### src/rtl/pix_accel_pkg.sv
package pix_accel_pkg;

   typedef enum logic [2:0] {
      SQ_IDLE,
      SQ_STIP,
      SQ_FILL,
      SQ_CRD,
      SQ_CWR
   } seq_state_e;

   typedef enum logic [1:0] {
      OP_STIP,
      OP_FILL,
      OP_COPY
   } op_kind_e;

endpackage

### src/rtl/pix_accel_decode.sv
module pix_accel_decode
   import pix_accel_pkg::*;
#(
   parameter int APER_AW = 23,
   parameter int DATA_W  = 32,
   parameter int PIX_AW  = 20,
   parameter int SRC_W   = 24,
   parameter int LEN_W   = 5
) (
   input  logic              clk,
   input  logic              rst_n,
   input  logic              acc,
   input  logic              cmd_we,
   input  logic              cmd_sel,
   input  logic [APER_AW-1:0] cmd_addr,
   input  logic [DATA_W-1:0] cmd_wdata,
   output logic [DATA_W-1:0] colour,
   output logic              go,
   output op_kind_e          kind,
   output logic [PIX_AW-1:0] dst,
   output logic [SRC_W-1:0]  src,
   output logic [LEN_W-1:0]  len_m1,
   output logic [DATA_W-1:0] mask
);
   localparam int GO_BIT  = 2;
   localparam int DST_LSB = 3;
   localparam logic [SRC_W-1:0] FILL_CODE = {SRC_W{1'b1}};

   logic trig;
   assign trig = cmd_addr[GO_BIT];

   // colour latch: only non-trigger writes load it
   always_ff @(posedge clk) begin
      if (!rst_n)
         colour <= '0;
      else if (acc && cmd_we && !trig)
         colour <= cmd_wdata;
   end

   assign go     = acc && cmd_we && trig;
   assign dst    = cmd_addr[DST_LSB +: PIX_AW];
   assign src    = cmd_wdata[SRC_W-1:0];
   assign len_m1 = cmd_wdata[SRC_W +: LEN_W];
   assign mask   = cmd_wdata;

   always_comb begin
      if (!cmd_sel)
         kind = OP_STIP;
      else if (src == FILL_CODE)
         kind = OP_FILL;
      else
         kind = OP_COPY;
   end

   logic unused_addr_lo;
   assign unused_addr_lo = ^cmd_addr[1:0];

endmodule

### src/rtl/pix_accel_seq.sv
module pix_accel_seq
   import pix_accel_pkg::*;
#(
   parameter int DATA_W    = 32,
   parameter int PIX_AW    = 20,
   parameter int PIX_W     = 8,
   parameter int LEN_W     = 5,
   parameter bit MSB_FIRST = 1'b1
) (
   input  logic              clk,
   input  logic              rst_n,
   input  logic              go,
   input  op_kind_e          kind,
   input  logic [PIX_AW-1:0] dst_in,
   input  logic [PIX_AW-1:0] src_in,
   input  logic [LEN_W-1:0]  len_in,
   input  logic [DATA_W-1:0] mask_in,
   input  logic [PIX_W-1:0]  colour,
   output logic              idle,
   output logic              mem_req,
   output logic              mem_we,
   output logic [PIX_AW-1:0] mem_addr,
   output logic [PIX_W-1:0]  mem_wdata,
   input  logic [PIX_W-1:0]  mem_rdata
);
   localparam int CNT_W = $clog2(DATA_W);
   localparam logic [CNT_W-1:0] STIP_LAST = CNT_W'(DATA_W - 1);

   seq_state_e        state_q;
   logic [PIX_AW-1:0] dst_q, src_q;
   logic [CNT_W-1:0]  cnt_q, len_q;
   logic [DATA_W-1:0] mask_q, mask_nxt;
   logic              cur_bit;
   logic              run_end;

   // mask scan direction variant
   generate
      if (MSB_FIRST) begin : g_msb
         assign cur_bit  = mask_q[DATA_W-1];
         assign mask_nxt = mask_q << 1;
      end else begin : g_lsb
         assign cur_bit  = mask_q[0];
         assign mask_nxt = mask_q >> 1;
      end
   endgenerate

   assign run_end = (cnt_q == len_q);
   assign idle    = (state_q == SQ_IDLE);

   always_ff @(posedge clk) begin
      if (!rst_n) begin
         state_q <= SQ_IDLE;
         dst_q   <= '0;
         src_q   <= '0;
         cnt_q   <= '0;
         len_q   <= '0;
         mask_q  <= '0;
      end else begin
         unique case (state_q)
            SQ_IDLE: begin
               if (go) begin
                  dst_q  <= dst_in;
                  src_q  <= src_in;
                  len_q  <= CNT_W'(len_in);
                  mask_q <= mask_in;
                  cnt_q  <= '0;
                  unique case (kind)
                     OP_STIP: state_q <= SQ_STIP;
                     OP_FILL: state_q <= SQ_FILL;
                     default: state_q <= SQ_CRD;
                  endcase
               end
            end
            SQ_STIP: begin
               mask_q <= mask_nxt;
               dst_q  <= dst_q + 1'b1;
               cnt_q  <= cnt_q + 1'b1;
               if (cnt_q == STIP_LAST) state_q <= SQ_IDLE;
            end
            SQ_FILL: begin
               dst_q <= dst_q + 1'b1;
               cnt_q <= cnt_q + 1'b1;
               if (run_end) state_q <= SQ_IDLE;
            end
            SQ_CRD: begin
               src_q   <= src_q + 1'b1;
               state_q <= SQ_CWR;
            end
            SQ_CWR: begin
               dst_q   <= dst_q + 1'b1;
               cnt_q   <= cnt_q + 1'b1;
               state_q <= run_end ? SQ_IDLE : SQ_CRD;
            end
            default: state_q <= SQ_IDLE;
         endcase
      end
   end

   always_comb begin
      mem_req   = 1'b0;
      mem_we    = 1'b0;
      mem_addr  = dst_q;
      mem_wdata = colour;
      unique case (state_q)
         SQ_STIP: begin
            mem_req = cur_bit;
            mem_we  = cur_bit;
         end
         SQ_FILL: begin
            mem_req = 1'b1;
            mem_we  = 1'b1;
         end
         SQ_CRD: begin
            mem_req  = 1'b1;
            mem_addr = src_q;
         end
         SQ_CWR: begin
            mem_req   = 1'b1;
            mem_we    = 1'b1;
            mem_wdata = mem_rdata;
         end
         default: ;
      endcase
   end

endmodule

### src/rtl/pix_accel_engine.sv
module pix_accel_engine
   import pix_accel_pkg::*;
#(
   parameter int APER_AW   = 23,
   parameter int DATA_W    = 32,
   parameter int PIX_AW    = 20,
   parameter int PIX_W     = 8,
   parameter int SRC_W     = 24,
   parameter int RUN_MAX   = 32,
   parameter bit MSB_FIRST = 1'b1
) (
   input  logic               clk,
   input  logic               rst_n,
   input  logic               cmd_valid,
   output logic               cmd_ready,
   input  logic               cmd_we,
   input  logic               cmd_sel,
   input  logic [APER_AW-1:0] cmd_addr,
   input  logic [DATA_W-1:0]  cmd_wdata,
   output logic [DATA_W-1:0]  cmd_rdata,
   output logic               busy,
   output logic               mem_req,
   output logic               mem_we,
   output logic [PIX_AW-1:0]  mem_addr,
   output logic [PIX_W-1:0]   mem_wdata,
   input  logic [PIX_W-1:0]   mem_rdata
);
   localparam int LEN_W = $clog2(RUN_MAX);

   // elaboration-time parameter checks
   generate
      if (APER_AW < PIX_AW + 3) begin : g_bad_aper
         $error("window offset too narrow for pixel address");
      end
      if (SRC_W < PIX_AW || SRC_W + LEN_W > DATA_W) begin : g_bad_src
         $error("source/length fields do not fit the data word");
      end
      if (RUN_MAX != (1 << LEN_W) || RUN_MAX > DATA_W) begin : g_bad_run
         $error("run length must be a power of two no larger than the mask");
      end
      if (PIX_W > DATA_W) begin : g_bad_pix
         $error("pixel wider than data word");
      end
   endgenerate

   logic              acc, go, idle;
   op_kind_e          kind;
   logic [DATA_W-1:0] colour, mask;
   logic [PIX_AW-1:0] dst;
   logic [SRC_W-1:0]  src;
   logic [LEN_W-1:0]  len_m1;

   assign acc       = cmd_valid && cmd_ready;
   assign cmd_ready = idle;
   assign busy      = !idle;
   assign cmd_rdata = '0;

   pix_accel_decode #(
      .APER_AW(APER_AW), .DATA_W(DATA_W), .PIX_AW(PIX_AW),
      .SRC_W(SRC_W), .LEN_W(LEN_W)
   ) u_dec (
      .clk(clk), .rst_n(rst_n), .acc(acc), .cmd_we(cmd_we),
      .cmd_sel(cmd_sel), .cmd_addr(cmd_addr), .cmd_wdata(cmd_wdata),
      .colour(colour), .go(go), .kind(kind), .dst(dst), .src(src),
      .len_m1(len_m1), .mask(mask)
   );

   pix_accel_seq #(
      .DATA_W(DATA_W), .PIX_AW(PIX_AW), .PIX_W(PIX_W),
      .LEN_W(LEN_W), .MSB_FIRST(MSB_FIRST)
   ) u_seq (
      .clk(clk), .rst_n(rst_n), .go(go), .kind(kind),
      .dst_in(dst), .src_in(src[PIX_AW-1:0]), .len_in(len_m1),
      .mask_in(mask), .colour(colour[PIX_W-1:0]), .idle(idle),
      .mem_req(mem_req), .mem_we(mem_we), .mem_addr(mem_addr),
      .mem_wdata(mem_wdata), .mem_rdata(mem_rdata)
   );

   logic unused_hi;
   assign unused_hi = ^{colour[DATA_W-1:PIX_W], src[SRC_W-1:PIX_AW]};

endmodule

### config.mk
export PLATFORM = sky130hd
export DESIGN_NAME = pix_accel_engine
export DESIGN_NICKNAME = d
export VERILOG_FILES = /design/src/rtl/pix_accel_pkg.sv /design/src/rtl/pix_accel_decode.sv /design/src/rtl/pix_accel_seq.sv /design/src/rtl/pix_accel_engine.sv
export SDC_FILE = /design/constraint.sdc
export NUM_CORES = 1
export LEC_CHECK = 0
export BUFFER_PORTS_ARGS = -buffer_cell sky130_fd_sc_hd__buf_2
export CAP_MARGIN = 30
export CORE_MARGIN = 5
export CORE_UTILIZATION = 40
export DETAILED_ROUTE_END_ITERATION = 8
export GPL_ROUTABILITY_DRIVEN = 0
export PLACE_DENSITY = 0.65
export SYNTH_ARGS = -nofsm -noshare
export SYNTH_HDL_FRONTEND = slang
export SYNTH_SLANG_ARGS = --single-unit
### constraint.sdc
create_clock -name clk -period 1.68 [get_ports clk]
set_clock_uncertainty 0.15 [all_clocks]
set_input_delay 0.252 -clock clk [delete_from_list [all_inputs] [get_ports clk]]
set_output_delay 0.252 -clock clk [all_outputs]
set_load 0.02 [all_outputs]
==> flow_metrics.env, run 1 <==
export IMPL_num_io_pins=132
export IMPL_cts_made_buffers=9
export IMPL_tritoncts="done"
export IMPL_via_per_inst=5.85
export IMPL_setup_ws_ns=-0.398
export IMPL_worstSetupPathType="flop to output port"
export IMPL_grt_pass1_vias=6129
export IMPL_p_leak_nw=3.62
export IMPL_hold_viol=1
export IMPL_dp_cells=1049
export IMPL_synth_top_area_share=0.348
export IMPL_dp_hpwl_mm=14.1
export IMPL_combPwrFrac=0.234
export IMPL_p_int_w=0.00407
export IMPL_grtUsageTotal=0.244
export IMPL_synth_ff_type="dfxtp_1"
export IMPL_start_util=0.405
export IMPL_drv_slew=0
export IMPL_path_max_fanout=8
export IMPL_synth_area_leaders="dfxtp_1, nand2_1, buf_4, a31oi_1, a21oi_1"
export IMPL_finalSetupTns_ns=-35.56
export IMPL_synth_distinct_cells=66
export IMPL_yosysWarnings=0
export IMPL_antenna_left=0
export IMPL_fmax_mhz=481
export IMPL_clk_pin_slew_worst_paths_ns=0.08
export IMPL_cts_root_buf="clkbuf_16"
export IMPL_final_util=0.656
export IMPL_n_antenna_cell=0
export IMPL_die_area_um2=15800
export IMPL_clk_insertion_delay_late_ns=0.36
export IMPL_syn_inst=711
export IMPL_final_cell_mix="buf_4, nand2_1, dfxtp_1, buf_2, buf_6"
export IMPL_min_period_over_period=1.24
export IMPL_powerDensity_nw_per_um2=674
export IMPL_drive_above_1_share=0.474
export IMPL_yosysTopAreaCell="dfxtp_1"
export IMPL_grt_pass1_wl_mm=31.4
export IMPL_syn2layout_area_growth_pct=61.9
export IMPL_swShare=0.303
export IMPL_clock_sinks=93
export IMPL_critPathLaunchType="flop"
export IMPL_critPathRequiredTime_ns=1.28
export IMPL_core_region_area_um2=13200
export IMPL_layout_cells_non_filler=1122
export IMPL_setup_viol=124
export IMPL_hold_slack_ns=-0.00396
export IMPL_grt_max_degree=55
export IMPL_syn_area_um2=5350
export IMPL_routed_wirelength_mm=22.0
export IMPL_die_h_um=126
export IMPL_drtPass1Iterations=5
export IMPL_layout_min_cycle_time_ns=2.08
export IMPL_max_cap_violations=0
export IMPL_endpoint_kind="output port"
export IMPL_die_x_um=126
export IMPL_drtIter0Drc=693
export IMPL_arrival_ns=1.68
export IMPL_final_common_cell="buf_4"
export IMPL_htreeDepth=3
export IMPL_finalNetCount=1013
export IMPL_synth_edff_count=0
export IMPL_rows=42
export IMPL_hold_path_class="input pin to flop"
export IMPL_power_switching_w=0.00177
export IMPL_clockBufferDepth=2
export IMPL_seqPwrFrac=0.415
export IMPL_peakVddDrop_uv=564
export IMPL_drcViolationCount=0
export IMPL_synth_seq_cells=93
export IMPL_portBuffers=97
export IMPL_wire_per_inst_um=19.6
export IMPL_status="finished with violations"
export IMPL_violations="negative hold slack, negative setup slack"
export IMPL_ys_seq_area_frac=0.348
export IMPL_dpl_worst_slack_ns=-0.299
export IMPL_grt_overflow=0
export IMPL_syn_avg_cell_area_um2=7.52
export IMPL_vias=6568
export IMPL_pwr_share_clk=0.352
export IMPL_antenna_found_initial=0
export IMPL_rsz0062_at_grt="yes"
export IMPL_ys_async_sr_fraction=0
-- final timing paths --
path,from,endpoint,slack [ns],depth (start not counted)
hold / removal,cmd_wdata[28],u_seq.len_q[4],-0.004,3
setup / recovery,u_seq.state_q[0],mem_wdata[7],-0.40,6
setup reg to reg,u_seq.state_q[0],u_seq.src_q[10],-0.36,11
hold reg to reg,u_seq.mask_q[8],u_seq.mask_q[8],0.32,2
-- layer usage --
metal | vias up | GRT usage | routed length, um
met5 | - | 0 | 0
met4 | 0 | 0.0759 | 654
met3 | 67 | 0.0622 | 1910
met2 | 398 | 0.413 | 10800
met1 | 3123 | 0.305 | 8590
li1 | 2980 | - | -
-- power groups by stage --
stage	Clock, W	Combinational [W]	Sequential (W)
global route	0.00218	0.00144	0.00243
CTS	0.00207	0.00118	0.00241
floorplan	0	0.000585	0.00245
global placement	0	0.000944	0.00245
detailed placement	0	0.000971	0.00246
finish	0.00205	0.00136	0.00242
-- registers in the layout (all words and copies together), names as in the netlist --
name / count
u_dec.colour: 8
u_seq.len_q: 5
u_seq.state_q: 3
u_seq.cnt_q: 5
u_seq.mask_q: 32
u_seq.src_q: 20
u_seq.dst_q: 20
-- kinds of logic (layout without fill, tap and decap cells) --
logic type	count (synthesis)	in the layout	synth area share
mux	12	12	0.0227
buf+inv	93	297	0.0943
xor+xnor	8	8	0.0131
fa+ha+maj	4	4	0.00936
other cells	1	32	0.000701
simple gates	322	322	0.291
flops	93	93	0.348
compound gates	178	178	0.220
-- final cells by class --
cell class                 count  area (um2)
clock buffer                  10         250
clock inverter                 6        46.3
fill                        1019        4530
inverter                       9        36.3
multi-input combinational    556        3710
sequential                    93        1900
tap                          176         220
timing repair buffer         272        2500
-- through the flow --
| step | hold WS (ns) | total power (W) | instance area [um2] |
|---|---|---|---|
| 2_1_floorplan | 0.234 | 0.00303 | 5570 |
| 3_3_place_gp | 0.304 | 0.00340 | 6750 |
| 3_5_place_dp | 0.313 | 0.00343 | 6750 |
| 4_1_cts | 0.000130 | 0.00567 | 7960 |
| 5_1_grt | 0.00531 | 0.00605 | 8660 |
| 6_report | -0.00396 | 0.00584 | 8660 |
-- synthesized netlist by cell type (4+ instances only) --
library cell and count:
and4_1 7, clkbuf_1 32, a22oi_1 5, nor4_1 7, a311oi_1 17, nor2_1 30
o211ai_1 6, nor3_1 10, a31oi_1 36, inv_1 8, buf_4 35, a21oi_1 39
or4_1 10, o31ai_1 7, o21ai_0 31, nand3_1 30, o311ai_0 4, buf_2 11
or3_1 9, a211oi_1 4, nand4_1 13, and2_1 4, nand2_1 168, ha_1 4
dfxtp_1 93, xnor2_1 5, and3_1 13, mux2i_1 11
-- what timing repair did --
action                                 in CTS  in global routing
resized for setup                         175                102
setup endpoints to repair                 123                124
pin swaps                                  47                 37
endpoints found under the hold margin       2                  1
setup buffers                              24                 22
gates cloned                                4                  6
hold buffers                                2                  1
-- worst max-delay path: stages (launching register included) --
cell and delay, ns:
dfxtp_4 0.37, buf_6 0.12, or3_4 0.40, buf_12 0.17, nand2_2 0.08, nand2_2 0.05
buf_6 0.12
(Power assumes the default switching activity.)
==> run 2, diff against run 1 <==
--- a/config.mk
+++ b/config.mk
@@ -12,6 +12,7 @@
 export DETAILED_ROUTE_END_ITERATION = 8
 export GPL_ROUTABILITY_DRIVEN = 0
 export PLACE_DENSITY = 0.65
+export SKIP_CTS_REPAIR_TIMING = 1
 export SYNTH_ARGS = -nofsm -noshare
 export SYNTH_HDL_FRONTEND = slang
 export SYNTH_SLANG_ARGS = --single-unit
==> constraint.sdc (replaced) <==
create_clock -name clk -period 1.7 [get_ports clk]
set_clock_uncertainty 0.15 [all_clocks]
set_input_delay 0.255 -clock clk [delete_from_list [all_inputs] [get_ports clk]]
set_output_delay 0.255 -clock clk [all_outputs]
set_load 0.02 [all_outputs]
==> run 2 against run 1 <==
  * The run ends with negative setup slack left
  * Wire length down 7.6%
  * Sequential cell count unchanged
  * Combinational power down 7%
  * Sequential power down 2%
  * Worst hold slack better by 0.0075 ns
  * Critical endpoint is now u_seq.dst_q[10]
==> flow_metrics.env, run 2 (synthesized netlist as in run 1, its figures left out) <==
export IMPL_vias=6358
export IMPL_final_cell_mix="buf_4, nand2_1, dfxtp_1, buf_2, nand2_2"
export IMPL_antenna_found_initial=0
export IMPL_hold_path_class="input pin to flop"
export IMPL_start_util=0.405
export IMPL_critical_path_buf_inv_count=4
export IMPL_clk_pin_slew_worst_paths_ns=0.07
export IMPL_finalNetCount=985
export IMPL_violations="negative setup slack"
export IMPL_combPwrFrac=0.222
export IMPL_core_region_area_um2=13200
export IMPL_rows=42
export IMPL_final_util=0.631
export IMPL_critPathLaunchType="flop"
export IMPL_htreeDepth=3
export IMPL_endpoint_kind="flop"
export IMPL_wirelength_met1_mm=7.95
export IMPL_via_per_inst=5.81
export IMPL_slew_headroom=0.576
export IMPL_drtIter0Drc=691
export IMPL_setup_ws_ns=-0.418
export IMPL_met3_length_mm=1.74
export IMPL_cpPeakStageDelay_ns=0.37
export IMPL_swShare=0.298
export IMPL_p_leak_nw=3.47
export IMPL_grt_overflow=0
export IMPL_crit_chain="buf_6 > nor3_4 > inv_4 > nor2_4 > buf_6 > clkbuf_16 > a211oi_1 > a311oi_1"
export IMPL_path_max_fanout=8
export IMPL_antenna_left=0
export IMPL_dr_max_layer_used="met4"
export IMPL_grt_pass1_wl_mm=27.8
export IMPL_drtPass1Iterations=7
export IMPL_setup_viol=122
export IMPL_syn2layout_area_growth_pct=55.6
export IMPL_cp_top_family="simple AND/OR/NAND/NOR gates"
export IMPL_crit_path_top_delay_cell="dfxtp_4"
export IMPL_grt_pass1_vias=5614
export IMPL_hold_slack_ns=0.00350
export IMPL_tritoncts="done"
export IMPL_min_period_over_period=1.25
export IMPL_hold_viol=0
export IMPL_die_x_um=126
export IMPL_pwr_share_clk=0.362
export IMPL_arrival_ns=2.21
export IMPL_grtUsageTotal=0.215
export IMPL_status="finished with violations"
export IMPL_cts_root_buf="clkbuf_16"
export IMPL_worstSetupPathType="flop to flop"
export IMPL_die_h_um=126
export IMPL_layout_min_cycle_time_ns=2.12
export IMPL_num_io_pins=132
export IMPL_regArea_um2=1890
export IMPL_clk_insertion_delay_late_ns=0.36
export IMPL_dpl_worst_slack_ns=-0.278
export IMPL_clockBufferDepth=2
export IMPL_critPathRequiredTime_ns=1.79
export IMPL_clock_sinks=93
export IMPL_wire_per_inst_um=18.6
export IMPL_power_switching_w=0.00171
export IMPL_portBuffers=97
export IMPL_p_int_w=0.00403
export IMPL_drcViolationCount=0
export IMPL_max_cap_violations=0
export IMPL_seqPwrFrac=0.416
export IMPL_peakVddDrop_uv=513
export IMPL_fmax_mhz=472
export IMPL_routed_wirelength_mm=20.3
export IMPL_place_area_um2=6730
export IMPL_wl_met2_mm=10.0
export IMPL_tightest_slew_ns=0.635
export IMPL_crit_top_cell="buf_6"
export IMPL_n_antenna_cell=0
export IMPL_grt_max_degree=33
export IMPL_fill_cells=1075
export IMPL_rsz0062_at_grt="yes"
export IMPL_dp_hpwl_mm=13.7
export IMPL_multiInputGateArea_um2=3790
export IMPL_cts_made_buffers=9
export IMPL_max_flop_register="u_seq.mask_q"
export IMPL_drv_slew=0
export IMPL_reg_largest_list="u_seq.mask_q (32), u_seq.dst_q (20), u_seq.src_q (20)"
export IMPL_powerDensity_nw_per_um2=690
export IMPL_largest_register_ffs=32
export IMPL_final_area_um2=8320
export IMPL_die_area_um2=15800
export IMPL_final_common_cell="buf_4"
export IMPL_drive_above_1_share=0.451
[run 2: cell types whose count changed in the layout (fill, tap and decap cells not counted), sizes merged, moves of 2 or more]
cell	before	now
dlygate4sd3	3	0
clkinvlp	2	0
bufbuf	3	0
buf	261	238
clkbuf	15	18
[run 2: power groups by stage]
stage	clock (W)	sequential, W	combinational, W
3_3_place_gp	0	0.00242	0.000931
5_1_grt	0.00219	0.00240	0.00135
6_report	0.00208	0.00238	0.00127
3_5_place_dp	0	0.00243	0.000955
2_1_floorplan	0	0.00242	0.000580
4_1_cts	0.00208	0.00238	0.000956
[run 2: final timing paths]
| path | start | end | slack [ns] | cells after the start |
|---|---|---|---|---|
| worst max-delay path | u_seq.state_q[0] | u_seq.dst_q[10] | -0.42 | 8 |
| worst min-delay path | cmd_addr[16] | u_seq.dst_q[13] | 0.003 | 3 |
| worst max register to register | u_seq.state_q[0] | u_seq.dst_q[10] | -0.42 | 8 |
| worst min register to register | u_seq.len_q[2] | u_seq.len_q[2] | 0.32 | 2 |
[run 2: area by class of cell]
class,count,area share
clock buffer,12,0.0334
sequential,93,0.228
timing repair buffer,244,0.249
multi-input combinational,556,0.456
clock inverter,4,0.00331
tap,176,0.0265
inverter,9,0.00466
[run 2: layer usage]
layer  GRT usage  vias to the layer above
met1       0.283                     3021
met2       0.350                      350
met5           0                        -
li1            -                     2930
met4      0.0893                        0
met3      0.0368                       57
[run 2: stage by stage]
stage               TNS [ns]  cells  total power (W)
finish                -26.76   1094          0.00574
floorplan              -1.33    742          0.00300
detailed placement    -15.14   1039          0.00338
CTS                   -29.02   1055          0.00542
global placement      -10.55   1039          0.00335
global route          -35.49   1094          0.00594
[run 2: tightest hold or removal path, cell delays in order]
cell and delay [ns]:
buf_2 0.10, nand2_1 0.05, a31oi_1 0.06
